File: config.mk
export PLATFORM = sky130hd
export DESIGN_NAME = hb_addr_decode
export DESIGN_NICKNAME = d
export VERILOG_FILES = /design/src/rtl/hb_dec_pkg.sv /design/src/rtl/hb_base_reg.sv /design/src/rtl/hb_strobe_latch.sv /design/src/rtl/hb_base_match.sv /design/src/rtl/hb_lane_decode.sv /design/src/rtl/hb_addr_decode.sv
export SDC_FILE = /design/constraint.sdc
export NUM_CORES = 1
export LEC_CHECK = 0
export BUFFER_PORTS_ARGS = -buffer_cell sky130_fd_sc_hd__buf_2
export CORE_ASPECT_RATIO = 1.75
export CORE_UTILIZATION = 45
export DETAILED_ROUTE_END_ITERATION = 8
export PLACE_DENSITY = 0.69
export SLEW_MARGIN = 20
export SYNTH_ARGS = -nofsm -noshare
export SYNTH_HDL_FRONTEND = slang
export SYNTH_SLANG_ARGS = --single-unit
File: constraint.sdc
create_clock -name clk -period 3.49 [get_ports clk]
set_clock_uncertainty 0.15 [all_clocks]
set_input_delay 0.698 -clock clk [delete_from_list [all_inputs] [get_ports clk]]
set_output_delay 0.698 -clock clk [all_outputs]
set_load 0.03 [all_outputs]
File: src/rtl/hb_dec_pkg.sv
package hb_dec_pkg;

  typedef enum logic [2:0] {
    ACC_BAD  = 3'd0,
    ACC_W32  = 3'd1,
    ACC_LO16 = 3'd2,
    ACC_HI16 = 3'd3,
    ACC_B0   = 3'd4,
    ACC_B1   = 3'd5,
    ACC_B2   = 3'd6,
    ACC_B3   = 3'd7
  } acc_e;

  // Active-low enables, bit i = lane i.
  function automatic acc_e classify(input logic [3:0] be_n);
    acc_e k;
    case (be_n)
      4'b0000: k = ACC_W32;
      4'b1100: k = ACC_LO16;
      4'b0011: k = ACC_HI16;
      4'b1110: k = ACC_B0;
      4'b1101: k = ACC_B1;
      4'b1011: k = ACC_B2;
      4'b0111: k = ACC_B3;
      default: k = ACC_BAD;
    endcase
    return k;
  endfunction

  function automatic logic [3:0] lanes_of(input acc_e k);
    logic [3:0] m;
    case (k)
      ACC_W32:  m = 4'b1111;
      ACC_LO16: m = 4'b0011;
      ACC_HI16: m = 4'b1100;
      ACC_B0:   m = 4'b0001;
      ACC_B1:   m = 4'b0010;
      ACC_B2:   m = 4'b0100;
      ACC_B3:   m = 4'b1000;
      default:  m = 4'b0000;
    endcase
    return m;
  endfunction

endpackage

File: src/rtl/hb_base_reg.sv
module hb_base_reg #(
  parameter int W = 12
) (
  input  logic         clk,
  input  logic         rst_n,
  input  logic         we,
  input  logic [W-1:0] wdata,
  output logic [W-1:0] base
);

  always_ff @(posedge clk or negedge rst_n) begin
    if (!rst_n)  base <= '0;
    else if (we) base <= wdata;
  end

  assert_base_load_R4: assert property (@(posedge clk) disable iff (!rst_n)
    we |=> base == $past(wdata));
  assert_base_hold_R4: assert property (@(posedge clk) disable iff (!rst_n)
    !we |=> $stable(base));

endmodule

File: src/rtl/hb_strobe_latch.sv
module hb_strobe_latch #(
  parameter int ADDR_W = 16,
  parameter int LANES  = 4
) (
  input  logic              clk,
  input  logic              rst_n,
  input  logic              stb,
  input  logic [ADDR_W-1:1] addr,
  input  logic              dma,
  input  logic [LANES-1:0]  be_n,
  input  logic              wide,
  output logic [ADDR_W-1:1] addr_q,
  output logic              dma_q,
  output logic [LANES-1:0]  be_q,
  output logic              wide_q
);

  logic stb_d;
  logic cap;

  // Starts high so a strobe already high at reset release is not an edge.
  always_ff @(posedge clk or negedge rst_n) begin
    if (!rst_n) stb_d <= 1'b1;
    else        stb_d <= stb;
  end

  assign cap = stb & ~stb_d;

  always_ff @(posedge clk or negedge rst_n) begin
    if (!rst_n) begin
      addr_q <= '0;
      dma_q  <= 1'b1;
      be_q   <= '1;
      wide_q <= 1'b0;
    end else if (cap) begin
      addr_q <= addr;
      dma_q  <= dma;
      be_q   <= be_n;
      wide_q <= wide;
    end
  end

  assert_capture_R1: assert property (@(posedge clk) disable iff (!rst_n)
    (stb && !stb_d) |=> (addr_q == $past(addr)) && (be_q == $past(be_n))
                         && (dma_q == $past(dma)));
  assert_hold_R2: assert property (@(posedge clk) disable iff (!rst_n)
    !(stb && !stb_d) |=> $stable(addr_q) && $stable(be_q) && $stable(dma_q)
                         && $stable(wide_q));

endmodule

File: src/rtl/hb_base_match.sv
module hb_base_match #(
  parameter int ADDR_W   = 16,
  parameter int BASE_LSB = 4,
  localparam int BASE_W  = ADDR_W - BASE_LSB,
  localparam int OFF_W   = BASE_LSB - 1
) (
  input  logic              clk,
  input  logic              rst_n,
  input  logic [ADDR_W-1:1] addr_q,
  input  logic              dma_q,
  input  logic [BASE_W-1:0] base,
  output logic              ldev_n,
  output logic [OFF_W-1:0]  off
);

  logic hit;

  assign hit    = (addr_q[ADDR_W-1:BASE_LSB] == base);
  assign ldev_n = ~(hit & ~dma_q);
  assign off    = ldev_n ? '0 : addr_q[BASE_LSB-1:1];

  assert_dma_quiet_R3: assert property (@(posedge clk) disable iff (!rst_n)
    dma_q |-> ldev_n);
  assert_off_gate_R10: assert property (@(posedge clk) disable iff (!rst_n)
    ldev_n |-> off == '0);

endmodule

File: src/rtl/hb_lane_decode.sv
module hb_lane_decode
  import hb_dec_pkg::*;
#(
  parameter int LANES    = 4,
  parameter int NARROW_N = 2
) (
  input  logic             clk,
  input  logic             rst_n,
  input  logic [LANES-1:0] be_q,
  input  logic             wide_q,
  input  logic             cs_n,
  output logic [2:0]       code,
  output logic [LANES-1:0] mask,
  output logic             err,
  output logic             dsel
);

  logic [LANES-1:0] be_eff;
  acc_e             kind;

  // Lanes above the narrow width read as inactive in 16-bit mode.
  for (genvar i = 0; i < LANES; i++) begin : g_lane
    if (i < NARROW_N) begin : g_lo
      assign be_eff[i] = be_q[i];
    end else begin : g_hi
      assign be_eff[i] = be_q[i] | ~wide_q;
    end
  end

  assign dsel = wide_q & ~cs_n;
  assign kind = dsel ? ACC_W32 : classify(be_eff);
  assign code = kind;
  assign mask = lanes_of(kind);
  assign err  = (kind == ACC_BAD);

  assert_bad_empty_R7: assert property (@(posedge clk) disable iff (!rst_n)
    err |-> mask == '0);
  assert_good_nonempty_R7: assert property (@(posedge clk) disable iff (!rst_n)
    !err |-> mask != '0);
  assert_byte_single_R6: assert property (@(posedge clk) disable iff (!rst_n)
    code[2] |-> $countones(mask) == 1);
  assert_narrow_lanes_R8: assert property (@(posedge clk) disable iff (!rst_n)
    !wide_q |-> (mask[LANES-1:NARROW_N] == '0) && !dsel);
  assert_cs_full_R9: assert property (@(posedge clk) disable iff (!rst_n)
    dsel |-> mask == '1 && !err);

endmodule

File: src/rtl/hb_addr_decode.sv
module hb_addr_decode #(
  parameter int ADDR_W   = 16,
  parameter int BASE_LSB = 4,
  parameter int LANES    = 4,
  localparam int BASE_W  = ADDR_W - BASE_LSB,
  localparam int OFF_W   = BASE_LSB - 1
) (
  input  logic              clk,
  input  logic              rst_n,
  input  logic              base_we,
  input  logic [BASE_W-1:0] base_wdata,
  input  logic              bus_stb,
  input  logic [ADDR_W-1:1] bus_addr,
  input  logic              bus_dma,
  input  logic [LANES-1:0]  bus_be_n,
  input  logic              dreg_cs_n,
  input  logic              wide_mode,
  output logic              ldev_n,
  output logic [OFF_W-1:0]  reg_off,
  output logic [2:0]        acc_code,
  output logic [LANES-1:0]  lane_mask,
  output logic              acc_err,
  output logic              dreg_sel
);

  logic [BASE_W-1:0] base;
  logic [ADDR_W-1:1] addr_q;
  logic              dma_q;
  logic [LANES-1:0]  be_q;
  logic              wide_q;

  hb_base_reg #(.W(BASE_W)) u_base (
    .clk(clk), .rst_n(rst_n), .we(base_we), .wdata(base_wdata), .base(base)
  );

  hb_strobe_latch #(.ADDR_W(ADDR_W), .LANES(LANES)) u_latch (
    .clk(clk), .rst_n(rst_n), .stb(bus_stb), .addr(bus_addr), .dma(bus_dma),
    .be_n(bus_be_n), .wide(wide_mode), .addr_q(addr_q), .dma_q(dma_q),
    .be_q(be_q), .wide_q(wide_q)
  );

  hb_base_match #(.ADDR_W(ADDR_W), .BASE_LSB(BASE_LSB)) u_match (
    .clk(clk), .rst_n(rst_n), .addr_q(addr_q), .dma_q(dma_q), .base(base),
    .ldev_n(ldev_n), .off(reg_off)
  );

  hb_lane_decode #(.LANES(LANES), .NARROW_N(LANES / 2)) u_lanes (
    .clk(clk), .rst_n(rst_n), .be_q(be_q), .wide_q(wide_q), .cs_n(dreg_cs_n),
    .code(acc_code), .mask(lane_mask), .err(acc_err), .dsel(dreg_sel)
  );

endmodule

### Word-level counts from Yosys, hierarchy flattened

Cells that the tools add are included.

| storage, ports and cells | value |
|---|---|
| bits in registers | 34 |
| input bits | 38 |
| output and inout port bits | 13 |

| operators by class | value |
|---|---|
| eq/ne operators | 14 |
| multiplexer cells | 4 |
| bitwise gates (word level) | 10 |
| reductions and logical operators | 2 |

Operators with widths:

| operator | count |
|---|---|
| $pmux W4 S7 | 1 |
| $pmux W3 S7 | 1 |
| $eq A4 B4 Y1 const B | 4 |
| $eq A12 B12 Y1 | 1 |
| $eq A3 B3 Y1 const B | 4 |
| $eq A3 B2 Y1 const B | 2 |
| $mux W3 | 2 |
| $not A1 Y1 | 5 |
| $eq A4 B2 Y1 const B | 1 |
| $eq A4 B3 Y1 const B | 1 |
| $logic_not A4 Y1 | 1 |
| $and A1 B1 Y1 | 3 |
| $eq A3 B1 Y1 const B | 1 |
| $logic_not A3 Y1 | 1 |
| $or A1 B1 Y1 | 2 |

### Longest topological paths before layout

Gate-level depths: netlist of the first run.

| depth | value |
|---|---|
| depth after elaboration | 7 |
| mapped depth | 5 |

### Cells and area by module

Synthesis of the first run repeated with hierarchy kept, for this count alone.

| second synthesis, totals | value |
|---|---|
| cells, all modules | 127 |
| area, all modules | 1808.0 um^2 |

By module, submodules not included:

| module | instances | cells each | area each (um^2) | sequential area each (um^2) |
|---|---|---|---|---|
| hb_strobe_latch | 1 | 46 | 913.4 | 558.0 |
| hb_base_reg | 1 | 25 | 484.2 | 300.3 |
| hb_lane_decode | 1 | 33 | 232.7 | 0.0 |
| hb_base_match | 1 | 23 | 177.7 | 0.0 |

### Least setup slack after synthesis of the first run

OpenSTA, ideal clock, no wires.

| timing path | value |
|---|---|
| kind | input to output |
| start | in dreg_cs_n |
| end | out acc_err |
| data arrival time | 1.849 ns |
| path slack | 0.793 ns |
| stages on the path | 4 |
| path buffers | 0 |
| path through | a21bo_2 -> a31oi_4 -> a31o_4 -> nor4b_2 |

| between the ends | value |
|---|---|
| cells in the longest elaborated chain, start to end | 4 |

RTL lines:

| item | RTL line | text |
|---|---|---|
| from (decl) | hb_addr_decode.sv:16 | `input logic dreg_cs_n,` |
| $not A1 Y1 | hb_lane_decode.sv:30 | `assign dsel = wide_q & ~cs_n;` |
| $and A1 B1 Y1 | hb_lane_decode.sv:30 |  |
| $mux W3 | hb_lane_decode.sv:31 | `assign kind = dsel ? ACC_W32 : classify(be_eff);` |
| net acc_code[0] | hb_addr_decode.sv:20 | `output logic [2:0] acc_code,` |
| $logic_not A3 Y1 | hb_lane_decode.sv:34 | `assign err = (kind == ACC_BAD);` |
| to (decl) | hb_addr_decode.sv:22 | `output logic acc_err,` |

The timed path passes the listed nets, and every way through them passes these cells.

### Final worst setup path of the first run

| timing path | value |
|---|---|
| start | reg u_latch.be_q[0] |
| end | out acc_err |

| between the ends | value |
|---|---|
| cells in the longest elaborated chain, start to end | 4 |
| elaborated cells between the ends (all ways) | 10 |
| classes of those cells | 6 x eq/ne; 2 x mux; 2 x reduce/logical |

RTL lines:

| item | RTL line | text |
|---|---|---|
| from (decl) | hb_strobe_latch.sv:14 | `output logic [LANES-1:0] be_q,` |
| from (signal assigned) | hb_strobe_latch.sv:38 | `be_q <= be_n;` |
| $eq A4 B3 Y1 (tied with other cells) | hb_dec_pkg.sv:17 | `case (be_n)` |
| $pmux W3 S7 * | hb_dec_pkg.sv:17 |  |
| $mux W3 * | hb_lane_decode.sv:31 |  |
| $logic_not A3 Y1 * | hb_lane_decode.sv:34 |  |

Every way passes the cells marked *; elsewhere a longest branch is shown, timed or not.

==> impl_metrics.env, run 1 <==
export IMPL_status="completed"
export IMPL_syn_inst=133
export IMPL_hold_viol_final=0
export IMPL_cts_setup_buffers=0
export IMPL_p_leak_nw=0.9456
export IMPL_max_vdd_ir_drop_mv=0.4106
export IMPL_pin_count=51
export IMPL_min_period_over_period_pct=78.40
export IMPL_num_vias=1190
export IMPL_setup_ws_ns=0.7539
export IMPL_die_area_mm2=0.004033
export IMPL_syn_area_mm2=0.001698
export IMPL_antenna_found_initial=0
export IMPL_clk_transition_reported_paths_ns=0.07
export IMPL_clk_latency_ns=0.28
export IMPL_crit_required_ns=2.64
export IMPL_tns_ns=0
export IMPL_postSynthAreaPerCell_um2=12.77
export IMPL_endpoint_kind="output pin"
export IMPL_grt_max_degree=35
export IMPL_rows=29
export IMPL_nets=221
export IMPL_drv_slew=0
export IMPL_gp_congestion=0.7964
export IMPL_cts_tree="done"
export IMPL_power_total_mw=1.095
export IMPL_p_per_area_mw_per_mm2=529.0
export IMPL_place_ws_ns=0.8984
export IMPL_reg2regPathDepth=3
export IMPL_drtAntennaViolNets=0
export IMPL_max_clock_path_buffers=2
export IMPL_area_growth_pct=21.89
export IMPL_worstMarginPinSlew_ns=0.7370
export IMPL_final_seq_area_um2=858.3
export IMPL_port_buffers=50
export IMPL_drcViolationCount=0
export IMPL_fill_cells=346
export IMPL_die_h_um=83.26
export IMPL_floorplan_initialDensity_pct=46.79
export IMPL_synth_nets=171
export IMPL_rr_startpoint="u_latch.stb_d$_DFF_PN1_"
export IMPL_vias_per_cell=5.174
export IMPL_htreeDepth=2
export IMPL_maxCapViolCount=0
export IMPL_r2r_end="u_latch.addr_q[15]$_DFFE_PN0P_"
export IMPL_multi_input_area_um2=772.0
export IMPL_fmax_mhz=365.5
export IMPL_grt_pass1_wl_um=5499
export IMPL_drive_gt1_share_pct=57.07
export IMPL_dieWidth_um=48.44
export IMPL_rsz0062_at_grt="no"
export IMPL_grt_overflow=0
export IMPL_synth_lib_cells_used_distinct=34
export IMPL_period_needed_ns=2.736
export IMPL_path_class="flop to output pin"
export IMPL_wl_um=3215
export IMPL_worstPathArrival_ns=1.89
export IMPL_core_area_mm2=0.003628
export IMPL_path_max_fanout=11
export IMPL_worstHoldPathType="primary input to asynchronous set/reset pin"
export IMPL_routedWlPerCell_um=13.98
export IMPL_grt_pass1_vias=1249
export IMPL_setup_viol=0
export IMPL_grtUsageTotal_pct=18.11
export IMPL_clkSinkCount=34
export IMPL_cts_buffers=5
export IMPL_ctsHoldBuffers=0
export IMPL_slew_headroom_pct=50.87
export IMPL_first_pass_iters=4
export IMPL_yosys_warnings=0
export IMPL_dpl_hpwl_um=2465
export IMPL_start_kind="flop"
export IMPL_drt_iter0_drc=22
export IMPL_antenna_cells=0
export IMPL_yosysSeqAreaShare_pct=50.55
export IMPL_ctsRootBufferMaster="clkbuf_8"
export IMPL_cts_resized=0
export IMPL_r2r_slack_ns=1.90
export IMPL_ys_seq_elements=34
==> cells by family after synthesis <==
family          count (synthesis)  synth area share, %
buf+inv                        12                4.126
mux                            32                21.22
flops                          34                50.55
compound gates                 16                8.180
simple gates                   27                9.727
xor+xnor                       12                6.190
==> state kept, by name, indices dropped and copies added, names as in the netlist <==
signal and flops:
u_latch.addr_q 15, u_latch.dma_q 1, u_latch.wide_q 1, u_base.base 12, u_latch.be_q 4, u_latch.stb_d 1
==> cell type report <==
type                            count  share of cell area, %
Inverter                            4                 0.7255
Tap cell                           46                  2.781
Sequential cell                    34                  41.48
Clock inverter                      3                  1.935
Timing Repair Buffer               51                  12.45
Multi-Input combinational cell     87                  37.30
Clock buffer                        5                  3.325
==> report_power, final <==
group	internal (mW)	switching (mW)
clock network	0.210	0.135
registers	0.452	0.0496
logic	0.120	0.128
total	0.782	0.313
==> worst max-delay path, cell delays in order (launching register included) <==
cell and delay (ns):
dfstp_2 0.64, or3_4 0.17, a31oi_4 0.09, a31o_4 0.22, nor4b_2 0.25, buf_2 0.23
==> cells in the mapped netlist (all sizes together) <==
cell type	n	share of area (%)
mux2	32	21
dfrtp	28	41
xor2	12	6.2
buf	7	2.8
nand2	7	1.7
dfstp	6	9.3
o21ai	6	1.8
inv	4	0.88
and2	3	1.1
nor2	3	0.66
nor3	3	0.88
a21bo	2	1.2
nand4b	2	1.0
nor4	2	0.74
or3	2	1.0
a211oi	1	0.44
a21oi	1	0.29
a31o	1	1.0
a31oi	1	1.3
and4	1	0.52
clkbuf	1	0.44
nand3	1	0.29
nor2b	1	0.37
nor4b	1	0.88
o21a	1	0.44
o221ai	1	0.52
o22a	1	0.52
o22ai	1	0.74
or2	1	0.52
==> layout by cell type, fill, tap and decap left out <==
master	Yosys	final
nor2b_2	0	1
nor3_1	3	3
nor4b_2	1	1
dfstp_2	6	6
and2_1	3	3
or3_4	1	1
dfrtp_1	28	28
and4_1	1	1
buf_4	0	1
o22ai_2	1	1
xor2_1	12	12
mux2_2	30	30
nor4_1	2	2
clkbuf_8	0	5
clkinv_2	0	2
a211oi_1	1	1
a31oi_4	1	1
o21ai_0	5	5
inv_1	4	4
nand4b_1	2	2
or2_4	1	1
a31o_4	1	1
a21oi_1	1	1
bufinv_16	0	1
o21ai_1	1	1
nand2_1	6	6
buf_2	5	50
nand3_1	1	1
o22a_1	1	1
o21a_1	1	1
o221ai_1	1	1
mux2_1	2	2
nor2_1	3	3
nand2_2	1	1
or3_1	1	1
a21bo_2	2	2
==> how the worst max path moves through the flow <==
stage | startpoint | to
6_report | u_latch.be_q[0]$_DFFE_PN1P_ | acc_err
2_1_floorplan | dreg_cs_n | acc_err
4_1_cts | u_latch.be_q[1]$_DFFE_PN1P_ | acc_err
3_3_place_gp | dreg_cs_n | acc_err
3_5_place_dp | dreg_cs_n | acc_err
5_1_grt | u_latch.be_q[2]$_DFFE_PN1P_ | acc_err
==> metrics by stage <==
step                      utilization (%)  hold WS [ns]  instance area (µm²)  std cells
final                               57.03        0.3200                 2069        230
after global routing                57.03        0.3533                 2069        230
after CTS                           57.03        0.3305                 2069        230
after detailed placement            54.03        0.3446                 1961        222
after global placement              54.03        0.3312                 1961        222
after floorplan                         -        0.2524                 1698        133
==> per-layer routing <==
metal	track usage (%)	up-vias	part of all wire, %
met4	9.358	0	2.5
met1	16.06	578	35
met5	0	-	0
met2	34.96	38	57
li1	-	565	-
met3	5.495	9	4.8
(Power assumes the default switching activity.)
==> inputs of run 2 (changes only) <==
- ABC_AREA: not set -> 1
- clock period: 3.49 -> 2.7 ns (I/O delays scaled with it)
==> impl_metrics.env, run 2 <==
export IMPL_status="completed"
export IMPL_rr_startpoint="u_latch.stb_d$_DFF_PN1_"
export IMPL_yosysMostFrequentCell="nand2_1"
export IMPL_synth_edf_count=0
export IMPL_grt_pass1_vias=1413
export IMPL_synth_lib_cells_used_distinct=23
export IMPL_ys_async_sr_fraction_pct=100.0
export IMPL_cts_resized=0
export IMPL_routedWlPerCell_um=11.60
export IMPL_rsz0062_at_grt="no"
export IMPL_fin_hold_ws_ns=0.1680
export IMPL_antenna_cells=0
export IMPL_path_cells="nand2_1 -> nand2_1 -> nand2_1 -> a21oi_4 -> nand2_1 -> nand3_1 -> buf_2"
export IMPL_synth_area_leader_cell="dfrtp_1"
export IMPL_maxCapViolCount=0
export IMPL_endpoint_kind="output pin"
export IMPL_slew_headroom_pct=50.35
export IMPL_postSynthAreaPerCell_um2=8.994
export IMPL_clk_transition_reported_paths_ns=0.07
export IMPL_ys_seq_elements=34
export IMPL_min_period_over_period_pct=90.00
export IMPL_rows=29
export IMPL_drtAntennaViolNets=0
export IMPL_cts_tree="done"
export IMPL_final_seq_area_um2=858.3
export IMPL_grt_max_degree=35
export IMPL_grt_pass1_wl_um=5927
export IMPL_antenna_found_initial=0
export IMPL_r2r_end="u_latch.be_q[2]$_DFFE_PN1P_"
export IMPL_top_register="u_latch.addr_q"
export IMPL_worstMarginPinSlew_ns=0.7448
export IMPL_wl_um=3388
export IMPL_ctsHoldBuffers=0
export IMPL_layout_commonest_cell="buf_2"
export IMPL_dieWidth_um=48.71
export IMPL_worstPathArrival_ns=1.74
export IMPL_syn_area_mm2=0.001718
export IMPL_vias_per_cell=4.928
export IMPL_drv_slew=0
export IMPL_fill_cells=361
export IMPL_crit_family="flip-flops"
export IMPL_core_area_mm2=0.003628
export IMPL_path_max_fanout=6
export IMPL_top_regs="u_latch.addr_q x15, u_base.base x12, u_latch.be_q x4"
export IMPL_yosysSeqAreaShare_pct=49.96
export IMPL_clk_latency_ns=0.28
export IMPL_clkSinkCount=34
export IMPL_p_leak_nw=1.070
export IMPL_grt_overflow=0
export IMPL_setup_viol=0
export IMPL_yosys_warnings=0
export IMPL_final_area_mm2=0.002100
export IMPL_slowest_delay_ns=0.56
export IMPL_critPathBufInv=1
export IMPL_ctsRootBufferMaster="clkbuf_8"
export IMPL_synth_nets=229
export IMPL_cp_depth=7
export IMPL_grtUsageTotal_pct=18.91
export IMPL_fmax_mhz=411.5
export IMPL_syn_inst=191
export IMPL_ys_top_cells_by_count="nand2_1, dfrtp_1, nor2_1"
export IMPL_hold_viol_final=0
export IMPL_worstHoldPathType="primary input to asynchronous set/reset pin"
export IMPL_r2r_slack_ns=0.94
export IMPL_synth_top_cells_by_area="dfrtp_1, mux2_2, dfstp_2"
export IMPL_area_growth_pct=22.21
export IMPL_start_kind="flop"
export IMPL_die_h_um=83.74
export IMPL_p_per_area_mw_per_mm2=640.5
export IMPL_floorplan_initialDensity_pct=47.34
export IMPL_synth_top_cell_area_share_pct=40.79
export IMPL_critPathLaunch="u_latch.be_q[0]$_DFFE_PN1P_"
export IMPL_cts_buffers=5
export IMPL_period_needed_ns=2.430
export IMPL_port_buffers=50
export IMPL_reg2regPathDepth=5
export IMPL_nets=283
export IMPL_multi_input_area_um2=744.5
export IMPL_cp_common_cell="nand2_1"
export IMPL_first_pass_iters=4
export IMPL_cts_setup_buffers=0
export IMPL_htreeDepth=2
export IMPL_power_total_mw=1.345
export IMPL_num_vias=1439
export IMPL_die_area_mm2=0.004078
export IMPL_crit_required_ns=2.01
export IMPL_place_area_mm2=0.002019
export IMPL_endpoint="lane_mask[2]"
export IMPL_path_class="flop to output pin"
export IMPL_max_clock_path_buffers=2
export IMPL_dpl_hpwl_um=2641
export IMPL_drt_iter0_drc=27
export IMPL_drive_gt1_share_pct=36.99
export IMPL_gp_congestion=0.7744
export IMPL_drcViolationCount=0
export IMPL_most_common_layout_cells="buf_2, nand2_1, dfrtp_1"
export IMPL_pin_count=51
export IMPL_crit_slowest_cell="dfstp_2"
export IMPL_max_vdd_ir_drop_mv=0.4584
export IMPL_ys_flop_type="dfrtp_1"
export IMPL_largest_reg_flops=15
export IMPL_tns_ns=0
run 2: cell types whose count changed after synthesis, sizes merged, moves of 3 or more:
| cell | delta |
|---|---|
| o21ai | +6 |
| nand4 | +4 |
| buf | -5 |
| nand2 | +28 |
| inv | +21 |
| nor2 | +22 |
| nand3 | +8 |
| and2 | -3 |
| a21oi | +14 |
| mux2 | -15 |
| xnor2 | +5 |
| xor2 | -12 |
run 2: per-layer routing:
metal / up-vias / routed length, µm / GRT usage, %
met4: 0 / 77 / 9.358
met2: 38 / 1944 / 36.24
met1: 675 / 1240 / 18.78
met3: 7 / 126 / 3.097
li1: 719 / - / -
met5: - / 0 / 0
run 2: area by class of cell:
type / count / area share [%]
Sequential cell: 34 / 40.88
Multi-Input combinational cell: 127 / 35.46
Timing Repair Buffer: 52 / 12.63
Inverter: 25 / 4.470
Clock buffer: 8 / 3.814
Tap cell: 46 / 2.741
run 2: worst min-delay path by stage:
| stage | startpoint | end | slack [ns] | cells past startpoint |
|---|---|---|---|---|
| final | rst_n | u_base.base[7]$_DFFE_PN0P_ | 0.17 | 1 |
| after detailed placement | u_latch.addr_q[2]$_DFFE_PN0P_ | u_latch.addr_q[2]$_DFFE_PN0P_ | 0.36 | 2 |
| after global placement | u_latch.addr_q[2]$_DFFE_PN0P_ | u_latch.addr_q[2]$_DFFE_PN0P_ | 0.34 | 2 |
| after global routing | bus_stb | u_latch.stb_d$_DFF_PN1_ | 0.20 | 1 |
| after floorplan | rst_n | u_base.base[0]$_DFFE_PN0P_ | 0.09 | 0 |
| after CTS | rst_n | u_base.base[7]$_DFFE_PN0P_ | 0.19 | 1 |
run 2: where the power goes:
group | switching (mW) | internal [mW]
clock network | 0.168 | 0.183
registers | 0.0386 | 0.579
logic | 0.232 | 0.145
run 2: per-stage QoR:
stage	instances	utilization, %	worst slack [ns]
finish	292	57.86	0.2700
global route	292	57.86	0.1194
CTS	292	57.86	0.2661
detailed placement	284	55.66	0.5757
global placement	284	55.66	0.5936
floorplan	191	-	0.4192
run 2: worst reg2reg max path, stage by stage (launching register included):
cell and delay [ns]:
dfstp_2 0.51, inv_1 0.03, nand2_1 0.53, buf_4 0.30, nor2_1 0.06, a21oi_1 0.12
run 2: cell families after synthesis:
logic type | count (synthesis) | synth area share [%]
flip-flops | 34 | 49.96
buffers and inverters | 30 | 6.701
multiplexers | 17 | 11.14
AND/OR/NAND/NOR | 76 | 19.59
XOR/XNOR | 5 | 2.549
AO/OA/AOI/OAI | 29 | 10.05
==> inputs of run 3 (changes only) <==
- PLACE_DENSITY: 0.69 -> 0.68
- SYNTH_HIERARCHICAL: not set -> 1
==> impl_metrics.env, run 3 <==
export IMPL_status="completed"
export IMPL_synth_area_leader_cell="dfrtp_1"
export IMPL_drt_iter0_drc=23
export IMPL_yosysMostFrequentCell="nand2_1"
export IMPL_pin_count=51
export IMPL_die_h_um=86.00
export IMPL_p_leak_nw=1.317
export IMPL_cts_tree="done"
export IMPL_ys_flop_type="dfrtp_1"
export IMPL_clk_latency_ns=0.27
export IMPL_grtUsageTotal_pct=19.73
export IMPL_p_per_area_mw_per_mm2=615.4
export IMPL_dpl_hpwl_um=2753
export IMPL_power_switching_mw=0.4493
export IMPL_syn_area_mm2=0.001814
export IMPL_power_frac_seq_pct=46.3
export IMPL_drtAntennaViolNets=0
export IMPL_wl_um=3712
export IMPL_min_period_over_period_pct=87.38
export IMPL_setup_ws_ns=0.3408
export IMPL_fmax_mhz=423.9
export IMPL_routedWlPerCell_um=10.34
export IMPL_utilization_pct=56.02
export IMPL_top_register="u_latch/addr_q"
export IMPL_vias_per_cell=4.565
export IMPL_critPathBufInv=3
export IMPL_max_vdd_ir_drop_mv=0.4428
export IMPL_layout_commonest_cell="nand2_1"
export IMPL_antenna_cells=0
export IMPL_switching_share_pct=33.71
export IMPL_synth_top_cell_area_share_pct=38.62
export IMPL_num_vias=1639
export IMPL_yosysSeqAreaShare_pct=47.31
export IMPL_first_pass_iters=4
export IMPL_rows=30
export IMPL_fin_hold_ws_ns=0.1743
export IMPL_grt_pass1_wl_um=6437
export IMPL_cts_buffers=5
export IMPL_grt_overflow=0
export IMPL_worstPathArrival_ns=1.67
export IMPL_syn_inst=259
export IMPL_power_share_clock_pct=26.1
export IMPL_p_comb_share_pct=27.6
export IMPL_start_kind="flop"
export IMPL_synth_nets=297
export IMPL_floorplan_initialDensity_pct=46.93
export IMPL_ctsHoldBuffers=0
export IMPL_drive_gt1_share_pct=25.72
export IMPL_ys_top_cells_by_count="nand2_1, inv_1, dfrtp_1"
export IMPL_max_clock_path_buffers=2
export IMPL_rsz0062_at_grt="no"
export IMPL_worstHoldPathType="primary input to asynchronous set/reset pin"
export IMPL_postSynthAreaPerCell_um2=7.005
export IMPL_crit_slowest_cell="dfstp_2"
export IMPL_clkSinkCount=34
export IMPL_htreeDepth=2
export IMPL_grt_pass1_vias=1551
export IMPL_top_regs="u_latch/addr_q x15, u_base/base x12, u_latch/be_q x4"
export IMPL_place_ws_ns=0.6342
export IMPL_internal_power_mw=0.8835
export IMPL_ys_async_sr_fraction_pct=100.0
export IMPL_synth_edf_count=0
export IMPL_antenna_found_initial=0
export IMPL_nets=348
export IMPL_fill_cells=394
export IMPL_worstMarginPinSlew_ns=0.7413
export IMPL_path_class="flop to output pin"
export IMPL_slew_headroom_pct=50.58
export IMPL_setup_viol=0
export IMPL_crit_required_ns=2.01
export IMPL_area_growth_pct=19.38
export IMPL_dieWidth_um=50.00
export IMPL_crit_family="simple AND/OR/NAND/NOR gates"
export IMPL_cts_resized=0
export IMPL_port_buffers=50
export IMPL_synth_top_cells_by_area="dfrtp_1, nand2_1, dfstp_2"
export IMPL_endpoint_kind="output pin"
export IMPL_largest_reg_flops=15
export IMPL_cts_setup_buffers=0
export IMPL_tns_ns=0
export IMPL_core_area_mm2=0.003866
export IMPL_path_cells="inv_1 -> nand2_2 -> nand2_4 -> nand3_1 -> nand2_2 -> nand2_2 -> nand2_1 -> nand2_1 -> nand2_1 -> inv_1 -> buf_2"
export IMPL_clk_transition_reported_paths_ns=0.06
export IMPL_most_common_layout_cells="nand2_1, buf_2, inv_1"
export IMPL_grt_max_degree=35
export IMPL_drv_slew=0
export IMPL_period_needed_ns=2.359
export IMPL_yosys_warnings=6
export IMPL_drcViolationCount=0
export IMPL_hold_viol_final=0
export IMPL_maxCapViolCount=0
export IMPL_gp_congestion=0.7629
export IMPL_die_area_mm2=0.004299
export IMPL_synth_lib_cells_used_distinct=19
export IMPL_path_max_fanout=4
export IMPL_slowest_delay_ns=0.54
export IMPL_ys_seq_elements=34
export IMPL_ctsRootBufferMaster="clkbuf_8"
==> run 3: cell types whose count changed in the layout (fill, tap and decap cells not counted), sizes merged, moves of 3 or more <==
cell / previous run / this run
mux2: 17 / 0
xnor2: 5 / 2
a21oi: 15 / 1
nand4: 4 / 1
o21ai: 12 / 2
nand2: 35 / 127
inv: 25 / 37
nor2: 25 / 20
nand3: 9 / 26
==> run 3: worst register-to-register path, stage by stage (launching register included) <==
cell and delay, ns:
dfstp_2 0.36, inv_1 0.48, nand2_1 0.15, buf_4 0.22
nand2_1 0.07, nand2_1 0.05
==> run 3: cell families (layout without fill, tap and decap cells) <==
kind of cell              Yosys count  after routing  share of synthesized area (%)
DFF                                34             34                          47.31
and+or+nand+nor                   174            174                          39.86
xor gates and xnor gates            2              2                         0.9657
buffers and inverters              45             97                          10.62
AOI/OAI and AO/OA                   4              4                          1.241
==> run 3: cell type report <==
| type | instances | area, µm² | area share (%) |
|---|---|---|---|
| well taps | 48 | 60.06 | 2.773 |
| multi-input cells | 180 | 763.2 | 35.24 |
| repair buffers | 52 | 265.3 | 12.25 |
| flip-flops and latches | 34 | 858.3 | 39.63 |
| clock buffers | 8 | 80.08 | 3.697 |
| inverters | 37 | 138.9 | 6.412 |
==> run 3: stage by stage <==
stage	cell area, µm²	cells	total power, mW
3_5_place_dp	2086	351	0.9977
6_report	2166	359	1.333
4_1_cts	2166	359	1.353
5_1_grt	2166	359	1.420
2_1_floorplan	1814	259	0.8889
3_3_place_gp	2086	351	0.9919
==> run 3: worst paths after layout <==
path / slack (ns) / from / cells past startpoint / to
worst min-delay path: 0.17 / rst_n / 1 / u_base/base[0]$_DFFE_PN0P_
worst min register to register: 0.31 / u_latch/dma_q$_DFFE_PN1P_ / 2 / u_latch/dma_q$_DFFE_PN1P_
min in group clk: 0.31 / base_wdata[4] / 3 / u_base/base[4]$_DFFE_PN0P_
worst max register to register: 1.12 / u_latch/stb_d$_DFF_PN1_ / 5 / u_latch/wide_q$_DFFE_PN0P_
worst max-delay path: 0.34 / u_latch/be_q[3]$_DFFE_PN1P_ / 11 / lane_mask[0]
max in group asynchronous: 1.75 / rst_n / 1 / u_base/base[11]$_DFFE_PN0P_
==> run 3: power groups by stage <==
stage | sequential [mW] | clock, mW | combinational, mW
finish | 0.617 | 0.348 | 0.368
global route | 0.626 | 0.378 | 0.416
CTS | 0.617 | 0.363 | 0.373
detailed placement | 0.626 | 0 | 0.372
global placement | 0.625 | 0 | 0.367
floorplan | 0.615 | 0 | 0.274
==> run 3: per-layer routing <==
metal / wire length [µm] / track usage, %
met5: 0 / 0
met2: 2101 / 38.79
met3: 113 / 3.369
met1: 1466 / 18.98
met4: 31 / 8.571
